## src/rtl/prc_pkg.sv

```systemverilog
package prc_pkg;
    localparam int ADDR_W = 32;
    localparam int SIZE_W = 5;

    typedef enum logic [1:0] {
        PERM_NONE    = 2'b00,
        PERM_PRIV    = 2'b01,
        PERM_PRIV_UR = 2'b10,
        PERM_FULL    = 2'b11
    } perm_t;

    typedef struct packed {
        logic              en;
        logic [ADDR_W-1:0] base;
        logic [SIZE_W-1:0] size;
        perm_t             perm;
        logic              cach;
        logic              bufb;
    } region_cfg_t;

    typedef enum logic {
        ST_IDLE = 1'b0,
        ST_RESP = 1'b1
    } rsp_state_t;
endpackage

```

## src/rtl/prc_region_file.sv

```systemverilog
module prc_region_file
    import prc_pkg::*;
#(
    parameter int NUM_REGIONS = 8,
    localparam int IDX_W = $clog2(NUM_REGIONS)
) (
    input  logic              clk,
    input  logic              rst_n,
    input  logic              we_i,
    input  logic [IDX_W-1:0]  idx_i,
    input  region_cfg_t       wdata_i,
    output region_cfg_t       regs_o [NUM_REGIONS]
);
    for (genvar g = 0; g < NUM_REGIONS; g++) begin : g_reg
        always_ff @(posedge clk or negedge rst_n) begin
            if (!rst_n) begin
                regs_o[g] <= '0;
            end else if (we_i && (idx_i == IDX_W'(g))) begin
                regs_o[g] <= wdata_i;
            end
        end
    end
endmodule

```

## config.mk

```make
export PLATFORM = sky130hd
export DESIGN_NAME = prc_region_file
export DESIGN_NICKNAME = d
export VERILOG_FILES = /design/src/rtl/prc_pkg.sv /design/src/rtl/prc_region_file.sv
export SDC_FILE = /design/constraint.sdc
export NUM_CORES = 1
export LEC_CHECK = 0
export BUFFER_PORTS_ARGS = -buffer_cell sky130_fd_sc_hd__clkbuf_2
export CAP_MARGIN = 15
export CORE_MARGIN = 4
export CORE_UTILIZATION = 35
export CTS_CLUSTER_DIAMETER = 200
export DETAILED_ROUTE_END_ITERATION = 8
export GPL_ROUTABILITY_DRIVEN = 0
export SLEW_MARGIN = 15
export SYNTH_ARGS = -nofsm -noshare
export SYNTH_HDL_FRONTEND = slang
export SYNTH_SLANG_ARGS = --single-unit
```

## constraint.sdc

```tcl
create_clock -name clk -period 1.2 [get_ports clk]
set_clock_uncertainty 0.05 [all_clocks]
set_input_delay 0 -clock clk [delete_from_list [all_inputs] [get_ports clk]]
set_output_delay 0 -clock clk [all_outputs]
set_load 0.1 [all_outputs]
```

==> results of run 1 <==
stage by stage:
stage / setup slack [ns] / cell area (um2)
finish: -0.00517 / 22900
global route: -0.0432 / 22900
CTS: -0.0334 / 21700
detailed placement: -0.383 / 17200
global placement: -0.337 / 17200
floorplan: -0.0688 / 13300
timing repair:
item,in CTS,in global routing
gates resized for setup,681,237
endpoints found under the hold margin,672,23
pin swaps,0,0
buffers inserted,16,24
setup endpoints to repair,336,329
cell usage after synthesis:
cell / instances / area [um2]
mux2_2: 326 / 3670
nand4b_1: 3 / 26.3
buf_6: 8 / 90.1
nor4bb_1: 3 / 30.0
buf_2: 21 / 105
nand4_1: 1 / 6.26
buf_4: 10 / 75.1
mux2_4: 10 / 150
nor4b_4: 1 / 23.8
dfrtp_1: 336 / 8410
power by group:
group,internal (mW),leakage [nW],switching (mW)
clock,6.94,0.596,4.53
sequential,14.3,3.67,2.88
combinational,12.0,5.60,21.9
total,33.3,9.86,29.3
layout by cell type, fill, tap and decap left out:
master and count:
buf_12 329, nand4_1 1, buf_6 27, buf_4 65
clkbuf_8 7, dfrtp_2 336, clkinv_2 6, mux2_4 70
clkbuf_2 46, nand4b_1 3, clkbuf_16 37, bufinv_16 4
nor4b_4 1, clkbuf_1 8, buf_8 7, mux2_2 266
dlygate4sd3_1 43, nor4bb_4 3
worst register-to-register path, delay by kind of cell, from the launching register on:
kind     cells  cell delay, ns
mux          1            0.26
buf+inv      2            0.29
flops        1            0.44
kinds of logic after synthesis:
kind of cell  after synthesis
flops                     336
mux                       336
buf+inv                    39
simple gates                8
routing by layer:
metal	track usage, %	up-vias
met5	0	-
met4	6.02	0
met3	6.14	67
met2	33.4	294
met1	24.7	4432
li1	-	3580
final cells by class:
cell class	instances	area, um2	area share, %
Clock buffer	52	1050	4.59
Clock inverter	10	150	0.655
Multi-Input combinational cell	344	4180	18.2
Sequential cell	336	8830	38.5
Tap cell	461	577	2.52
Timing Repair Buffer	517	8140	35.5
worst paths after layout:
| check | end | slack (ns) | depth (start not counted) |
|---|---|---|---|
| worst max register to register | regs_o[286] | 0.05 | 3 |
| min in group clk | regs_o[318] | 0.16 | 4 |
| worst min-delay path | regs_o[99] | -0.14 | 2 |
| max in group asynchronous | regs_o[215] | 0.52 | 4 |
| worst max-delay path | regs_o[14] | -0.005 | 1 |
| worst min register to register | regs_o[20] | 0.47 | 1 |
==> implementation parameters, run 1 <==
Parameter                              Value

Status
  Status    finished with violations
  Failing checks    hold timing, setup timing

GRT
  Grt ovf    0
  Maximum number of pins on one net before global-route repair    64
  Antenna violations before repair    0
  First-pass GRT wire length    59.4 mm
  All-layer global routing usage    19.8%
  Via count of the first global-routing pass    9331

Worst hold path
  Path category of the worst min-delay check    input port to async pin

Critical path
  Critical path arrival    1.16 ns
  Critical path peak fanout    2
  Cells traversed along the worst timing path    buf_12
  Number of buffer and inverter instances along the worst setup path    1
  Largest delay share family, worst path    flip-flops
  Critical path's slowest cell    dfrtp_2
  Kind of end point of the critical path    output port
  Critical path startpoint category    flop
  Launching point of the worst reg2reg path    regs_o[286]
  Worst endpoint required time    1.15 ns
  Launch point of the worst path    regs_o[14]
  Kind of critical path    flop to output port
  Delay of the slowest cell on the worst path    0.44 ns

Final layout
  Area Growth Syn to Fin    82.2%
  Largest registers in the final layout    regs_o: 336 flops
  Ant diodes    0
  Non-Filler Instances    1720
  Count of filler cells inserted in the layout    2235
  Layout cell share with drive strength beyond 1    95.6%
  Final #Nets    1284
  Max FFs per register    336
  Register with the most flip-flops    regs_o
  Finished Core Util    64.6%

Clock tree
  CTS H-Tree Depth    2
  Cts hold-fix bufs    43
  Root Driver    clkbuf_16
  Clock transition at the registers of the reported paths    0.06 ns
  Clock buffer count from CTS    37
  Number of buffers on the longest clock path    3
  CTS tree    built
  Clock Latency Late Sink    0.53 ns
  Total number of clock tree sinks    336

Route
  Antenna Violating Nets Remaining    0
  Routed length on met2    21.2 mm
  Total number of vias    8373
  Wire per inst    24.0 um
  Drc violations    0
  Routed Wire Length    41.3 mm
  DR WL met3    2.75 mm
  Metal1 wirelength    16.1 mm
  Top routing layer in use    met4
  Post-DR vias/cell    4.87
  Starting DRT DRC Count    198
  Number of detailed-routing iterations run before antenna repair    4

STA
  Number of setup violations in the final report    1
  Final clock period utilization by the worst path    100%
  Tmin final    1.21 ns
  Worst Tran Pin Value    0.434 ns
  Smallest setup slack after layout    -0.00517 ns
  Max transition margin    71.0%
  Final-layout worst hold slack    -0.140 ns
  Endpoints failing hold    23
  Sum of negative setup slack    -0.00517 ns
  FMAX    0.830 GHz
  Slew Limit Fails    0
  Setup repair after global routing missed its margin    true

Synth
  Synthesized cell area    12600 um2
  Flip-flop and latch count after synthesis    336
  Post-Synth Simple-Gate Area    0.686%
  Synthesized-area fraction occupied by ao, oa, aoi and oai cells    0%
  Net count after synthesis    767
  Dominant combinational cell family by area after synthesis    multiplexers
  Mux contribution to synthesized area    30.4%
  Yosys warnings    0
  Post-synthesis instance total    719
  Post-Syn Area per Cell    17.5 um2
  Post-synthesis share of cell area spent on xor and xnor gates    0%
  Sequential cell area fraction in the yosys report    66.8%
  Adder-cell area share of the yosys netlist    0%
  Post-synthesis cell type count    10

Placed design
  Port bufs    383
  Placed wire-length estimate    24.9 mm
  Cells after DPL    1575

Power and ir drop
  Maximum vdd drop    1.99 mV
  Total power per unit cell area    2730 nW/um2
  Static leakage    9.86 nW
  Total power draw    62.6 mW

Die
  Die boundary height    198 um
  I/O pin cnt    384
  Placement Rows    69
  Die area    39100 um2
  Initial core utilization    35.5%
  DIE WIDTH    198 um
  Core box area    35500 um2

Flow run
  Count of maximum capacitance violations    0
Note: power is estimated with default switching activity, not from simulation.
==> run 2, diff against run 1 <==
==> constraint.sdc (replaced) <==
create_clock -name clk -period 1.3 [get_ports clk]
set_clock_uncertainty 0.05 [all_clocks]
set_input_delay 0 -clock clk [delete_from_list [all_inputs] [get_ports clk]]
set_output_delay 0 -clock clk [all_outputs]
set_load 0.05 [all_outputs]
==> run 2 against run 1 <==
  * The run ends with hold timing left
  * Final cell count fell by 3.2%
  * Routed wire length decreased by 16%
  * Non-clock buffer count shrank 53
  * First-iteration DRC count fell by 31%
  * Critical path depth unchanged
  * Clock power down 9%
  * Utilization decreased by 17 points
  * Sequential power fell by 18%
  * Final area fell by 26%
  * Combinational power decreased by 58%
  * Via count is 6.1% lower
  * Worst hold slack better by 0.12 ns
  * Critical endpoint is now regs_o[132]
  * Largest cell class unchanged
==> implementation parameters, run 2 (same netlist as run 1, synthesis figures left out) <==
Parameter                              Value

Route
  Wire per inst    20.8 um (was 24.0 um)
  Drc violations    0 (unchanged)
  Antenna Violating Nets Remaining    0 (unchanged)
  Starting DRT DRC Count    136 (was 198)
  Post-DR vias/cell    4.72 (was 4.87)
  Number of detailed-routing iterations run before antenna repair    4 (unchanged)
  Total number of vias    7866 (was 8373)
  Routed Wire Length    34.6 mm (was 41.3 mm)

Critical path
  Worst endpoint required time    1.25 ns (was 1.15 ns)
  Delay of the slowest cell on the worst path    0.38 ns (was 0.44 ns)
  Critical path peak fanout    2 (unchanged)
  Critical path startpoint category    flop (unchanged)
  Kind of critical path    flop to output port (unchanged)
  Largest delay share family, worst path    flip-flops (unchanged)
  Cells traversed along the worst timing path    clkbuf_2 (was buf_12)
  Number of buffer and inverter instances along the worst setup path    1 (unchanged)
  Critical path arrival    1.19 ns (was 1.16 ns)
  Critical path's slowest cell    dfrtp_1 (was dfrtp_2)
  Kind of end point of the critical path    output port (unchanged)

Die
  Core box area    35500 um2 (unchanged)
  Placement Rows    69 (unchanged)
  Initial core utilization    35.5% (unchanged)
  Die area    39100 um2 (unchanged)
  I/O pin cnt    384 (unchanged)
  Die boundary height    198 um (unchanged)
  DIE WIDTH    198 um (unchanged)

Status
  Failing checks    hold timing (was hold timing, setup timing)
  Status    finished with violations (unchanged)

STA
  Worst Tran Pin Value    0.476 ns (was 0.434 ns)
  Final-layout worst hold slack    -0.0240 ns (was -0.140 ns)
  Slew Limit Fails    0 (unchanged)
  Tmin final    1.24 ns
  FMAX    0.806 GHz
  Number of setup violations in the final report    0 (was 1)
  Max transition margin    68.2% (was 71.0%)
  Setup repair after global routing missed its margin    false (was true)
  Final clock period utilization by the worst path    95.4%
  Endpoints failing hold    20 (was 23)

Final layout
  Final #Nets    1231 (was 1284)
  Finished Core Util    48.0% (was 64.6%)
  Most frequent standard cell in the layout excluding fill and tap cells    clkbuf_2 (was dfrtp_2)
  Area Growth Syn to Fin    35.5% (was 82.2%)
  Max FFs per register    336 (unchanged)
  Final Cell Area    17000 um2 (was 22900 um2)
  Largest registers in the final layout    regs_o: 336 flops (unchanged)
  Layout cell share with drive strength beyond 1    67.7% (was 95.6%)
  Register with the most flip-flops    regs_o (unchanged)
  Leading cell types in the layout, fill and taps excluded    clkbuf_2, dfrtp_1, mux2_2 (was dfrtp_2, buf_12, mux2_2)
  Ant diodes    0 (unchanged)

GRT
  First-pass GRT wire length    53.1 mm (was 59.4 mm)
  Grt ovf    0 (unchanged)
  Maximum number of pins on one net before global-route repair    50 (was 64)
  Via count of the first global-routing pass    8579 (was 9331)
  All-layer global routing usage    17.5% (was 19.8%)
  Antenna violations before repair    0 (unchanged)

Clock tree
  Clock transition at the registers of the reported paths    0.06 ns (about the same)
  Total number of clock tree sinks    336 (unchanged)
  Root Driver    clkbuf_16 (unchanged)
  CTS H-Tree Depth    2 (unchanged)
  Number of buffers on the longest clock path    3 (unchanged)
  Setup Fix Bufs, Post-CTS    0 (was 16)
  Cts hold-fix bufs    43 (unchanged)
  Clock buffer count from CTS    37 (unchanged)
  Clock Latency Late Sink    0.50 ns (was 0.53 ns)
  CTS tree    built (unchanged)

Power and ir drop
  Combinational group share of total power    36.6% (was 54.1%)
  Flop pwr share    36.2% (was 27.5%)
  Switching portion of total power    41.3% (was 46.8%)
  Maximum vdd drop    1.37 mV (was 1.99 mV)
  Part of the total power dissipated in the clock network    27.1% (was 18.3%)
  Power dissipated by switching net loads    16.0 mW (was 29.3 mW)
  Int Power    22.8 mW (was 33.3 mW)
  Total power per unit cell area    2270 nW/um2 (was 2730 nW/um2)
  Static leakage    8.18 nW (was 9.86 nW)

Placed design
  Port bufs    383 (unchanged)
  Instance area after placement    15400 um2 (was 17200 um2)
  Placed wire-length estimate    23.9 mm (was 24.9 mm)

Flow run
  Count of maximum capacitance violations    0 (unchanged)

Worst hold path
  Path category of the worst min-delay check    input port to async pin (unchanged)
## run 2: power by group through the flow
stage,Sequential (mW),Clock [mW],Combinational (mW)
floorplan,22.3,0,2.22
global placement,14.1,0,14.1
detailed placement,14.2,0,14.2
CTS,14.1,10.9,14.3
global route,14.3,11.3,14.8
finish,14.1,10.5,14.2
## run 2: final timing paths
kind	startpoint	to	slack, ns	cells after the start
hold reg to reg	regs_o[117]	regs_o[117]	0.45	1
setup reg to reg	regs_o[230]	regs_o[230]	0.45	1
hold / removal	rst_n	regs_o[238]	-0.02	2
setup / recovery	regs_o[132]	regs_o[132]	0.06	1
min in group clk	idx_i[0]	regs_o[129]	0.19	4
max in group asynchronous	rst_n	regs_o[51]	0.53	3
## run 2: final cells by class
class | count | area, um2
Sequential cell | 336 | 8410
Timing Repair Buffer | 464 | 2900
Tap cell | 461 | 577
Fill cell | 3088 | 18400
Clock inverter | 8 | 144
Multi-Input combinational cell | 344 | 3950
Clock buffer | 52 | 1070
## run 2: stage by stage
stage          instances  power, mW  worst slack, ns  setup TNS (ns)
6_report            1665       38.8           0.0596               0
5_1_grt             1665       40.4          0.00218               0
4_1_cts             1665       39.3           0.0106               0
3_5_place_dp        1562       28.4           -0.202          -40.98
3_3_place_gp        1562       28.3           -0.171          -33.38
2_1_floorplan        719       24.5           0.0130               0
## run 2: what timing repair did
action	4_1_cts	5_1_grt
hold endpoints to repair	672	11
endpoints found under the setup margin	0	1
gates resized for setup	0	2
## run 2: layer usage
| layer | up-vias | track usage [%] | wire (um) |
|---|---|---|---|
| li1 | 3499 | - | - |
| met1 | 4074 | 22.6 | 14600 |
| met3 | 43 | 5.32 | 2620 |
| met4 | 0 | 4.41 | 646 |
| met2 | 250 | 29.0 | 16700 |
| met5 | - | 0 | 0 |
==> run 3, diff against run 2 <==
Settings changed: CORE_ASPECT_RATIO set to 0.5.
==> run 3 against run 2 <==
  * Largest power group unchanged
  * Highest routed layer unchanged
  * The flow now finishes without violations
  * First-iteration DRC count up 110%
  * Register-to-register slack worse by 0.02 ns
  * Utilization up 0.22 points
  * Fmax down 1.1%
  * Sequential power about the same
  * Final cell count up 0.48%
  * Combinational power about the same
  * Worst hold slack better by 0.20 ns
==> implementation parameters, run 3 (same netlist as run 1, synthesis figures left out) <==
Parameter                              Value

Critical path
  Critical path peak fanout    2 (unchanged)
  Kind of end point of the critical path    output port (unchanged)
  Largest delay share family, worst path    flip-flops (unchanged)
  Cells traversed along the worst timing path    clkbuf_2 (unchanged)
  Launching point of the worst reg2reg path    regs_o[156] (was regs_o[230])
  Worst endpoint required time    1.25 ns (about the same)
  Kind of critical path    flop to output port (unchanged)
  Delay of the slowest cell on the worst path    0.39 ns (was 0.38 ns)
  Launch point of the worst path    regs_o[151] (was regs_o[132])
  Critical path arrival    1.20 ns (was 1.19 ns)
  Critical path's slowest cell    dfrtp_1 (unchanged)
  Number of buffer and inverter instances along the worst setup path    1 (unchanged)
  Critical path startpoint category    flop (unchanged)

Route
  DR WL met3    1.03 mm (was 2.62 mm)
  Top routing layer in use    met4 (unchanged)
  Post-DR vias/cell    4.77 (was 4.72)
  Total number of vias    7983 (was 7866)
  Number of detailed-routing iterations run before antenna repair    4 (unchanged)
  Wire per inst    21.6 um (was 20.8 um)
  Routed length on met2    19.8 mm (was 16.7 mm)
  Antenna Violating Nets Remaining    0 (unchanged)
  Routed Wire Length    36.2 mm (was 34.6 mm)
  Drc violations    0 (unchanged)
  Starting DRT DRC Count    287 (was 136)
  Metal1 wirelength    13.5 mm (was 14.6 mm)

Status
  Status    completed (was finished with violations)

STA
  Final-layout worst hold slack    0.176 ns (was -0.0240 ns)
  Final clock period utilization by the worst path    96.4% (was 95.4%)
  Number of setup violations in the final report    0 (unchanged)
  Sum of negative setup slack    0 ns (unchanged)
  Setup repair after global routing missed its margin    false (unchanged)
  Slew Limit Fails    0 (unchanged)
  Worst Tran Pin Value    0.350 ns (was 0.476 ns)
  Endpoints failing hold    0 (was 20)
  Max transition margin    76.7% (was 68.2%)
  FMAX    0.798 GHz (was 0.806 GHz)
  Tmin final    1.25 ns (was 1.24 ns)

Final layout
  Register with the most flip-flops    regs_o (unchanged)
  Max FFs per register    336 (unchanged)
  Leading cell types in the layout, fill and taps excluded    clkbuf_2, dfrtp_1, mux2_2 (unchanged)
  Ant diodes    0 (unchanged)
  Area Growth Syn to Fin    34.1% (was 35.5%)
  Most frequent standard cell in the layout excluding fill and tap cells    clkbuf_2 (unchanged)
  Layout cell share with drive strength beyond 1    67.3% (was 67.7%)
  Final #Nets    1221 (was 1231)
  Largest registers in the final layout    regs_o: 336 flops (unchanged)

Power and ir drop
  Total power draw    38.4 mW (was 38.8 mW)
  Maximum vdd drop    1.01 mV (was 1.37 mV)
  Flop pwr share    36.5% (was 36.2%)
  Switching portion of total power    42.5% (was 41.3%)
  Int Power    22.1 mW (was 22.8 mW)
  Combinational group share of total power    37.6% (was 36.6%)
  Total power per unit cell area    2280 nW/um2 (was 2270 nW/um2)
  Static leakage    8.08 nW (was 8.18 nW)
  Part of the total power dissipated in the clock network    26.0% (was 27.1%)
  Power dissipated by switching net loads    16.3 mW (was 16.0 mW)

Die
  Initial core utilization    36.0% (was 35.5%)
  I/O pin cnt    384 (unchanged)
  Die area    39200 um2 (was 39100 um2)
  Core box area    35000 um2 (was 35500 um2)
  Placement Rows    48 (was 69)
  DIE WIDTH    276 um (was 198 um)
  Die boundary height    142 um (was 198 um)

GRT
  Antenna violations before repair    0 (unchanged)
  All-layer global routing usage    18.0% (was 17.5%)
  First-pass GRT wire length    55.0 mm (was 53.1 mm)
  Grt ovf    0 (unchanged)
  Maximum number of pins on one net before global-route repair    62 (was 50)
  Via count of the first global-routing pass    8662 (was 8579)

Placed design
  Placed wire-length estimate    26.2 mm (was 23.9 mm)
  Port bufs    383 (unchanged)

Clock tree
  Clock transition at the registers of the reported paths    0.06 ns (about the same)
  Root Driver    clkbuf_16 (unchanged)
  Clock buffer count from CTS    34 (was 37)
  CTS tree    built (unchanged)
  Total number of clock tree sinks    336 (unchanged)
  Setup Fix Bufs, Post-CTS    0 (unchanged)
  Clock Latency Late Sink    0.52 ns (was 0.50 ns)
  Number of buffers on the longest clock path    3 (unchanged)
  CTS H-Tree Depth    2 (unchanged)

Flow run
  Count of maximum capacitance violations    0 (unchanged)

Worst hold path
  Worst Hold Launch    idx_i[2]
  Path category of the worst min-delay check    input port to flop (was input port to async pin)
[run 3: cell count changes in the layout (fill, tap and decap cells not counted), sizes merged]
cell,change
clkbuf,-5
dlygate4sd3,+1
clkinvlp,+1
buf,-7
inv,+1
clkinv,+4
bufinv,-1
[run 3: worst paths after layout]
| check | endpoint | slack, ns | depth (start not counted) |
|---|---|---|---|
| setup / recovery | regs_o[151] | 0.05 | 1 |
| hold / removal | regs_o[318] | 0.18 | 4 |
| setup reg to reg | regs_o[156] | 0.43 | 1 |
| hold reg to reg | regs_o[60] | 0.45 | 1 |
| max in group asynchronous | regs_o[199] | 0.16 | 4 |
| min in group asynchronous | regs_o[273] | 0.45 | 3 |
[run 3: through the flow]
| step | setup slack [ns] | cell area [um2] | util [%] | instances |
|---|---|---|---|---|
| 6_report | 0.0464 | 16900 | 48.3 | 1673 |
| 5_1_grt | 0.000113 | 16900 | 48.3 | 1673 |
| 4_1_cts | 0.0111 | 16900 | 48.2 | 1673 |
| 3_3_place_gp | -0.131 | 15300 | 43.7 | 1568 |
| 3_5_place_dp | -0.154 | 15300 | 43.7 | 1568 |
| 2_1_floorplan | 0.0130 | 12600 | - | 719 |
[run 3: power groups by stage]
stage / clock (mW) / sequential [mW] / combinational (mW)
after floorplan: 0 / 22.3 / 2.22
after global placement: 0 / 14.1 / 14.3
after detailed placement: 0 / 14.2 / 14.4
after CTS: 10.3 / 14.0 / 14.6
after global routing: 10.7 / 14.3 / 14.9
final: 9.96 / 14.0 / 14.4
[run 3: repair_timing]
item | 4_1_cts | 5_1_grt
hold buffers | 44 | 0
pin swaps | 0 | 0
resized for setup | 3 | 6
cloned | 0 | 0
setup endpoints to repair | 3 | 86
endpoints found under the hold margin | 672 | 0
[run 3: area by class of cell]
type	count	area, um2
repair buffers	457	2780
clock buffers	48	963
flip-flops and latches	336	8410
clock inverters	13	173
multi-input cells	344	3950
fillers	3100	18100
well taps	475	594
[run 3: layer usage]
| layer | vias up | global-route usage [%] |
|---|---|---|
| met5 | - | 0 |
| met4 | 0 | 8.96 |
| met3 | 100 | 2.88 |
| met2 | 179 | 33.8 |
| met1 | 4238 | 20.3 |
| li1 | 3466 | - |
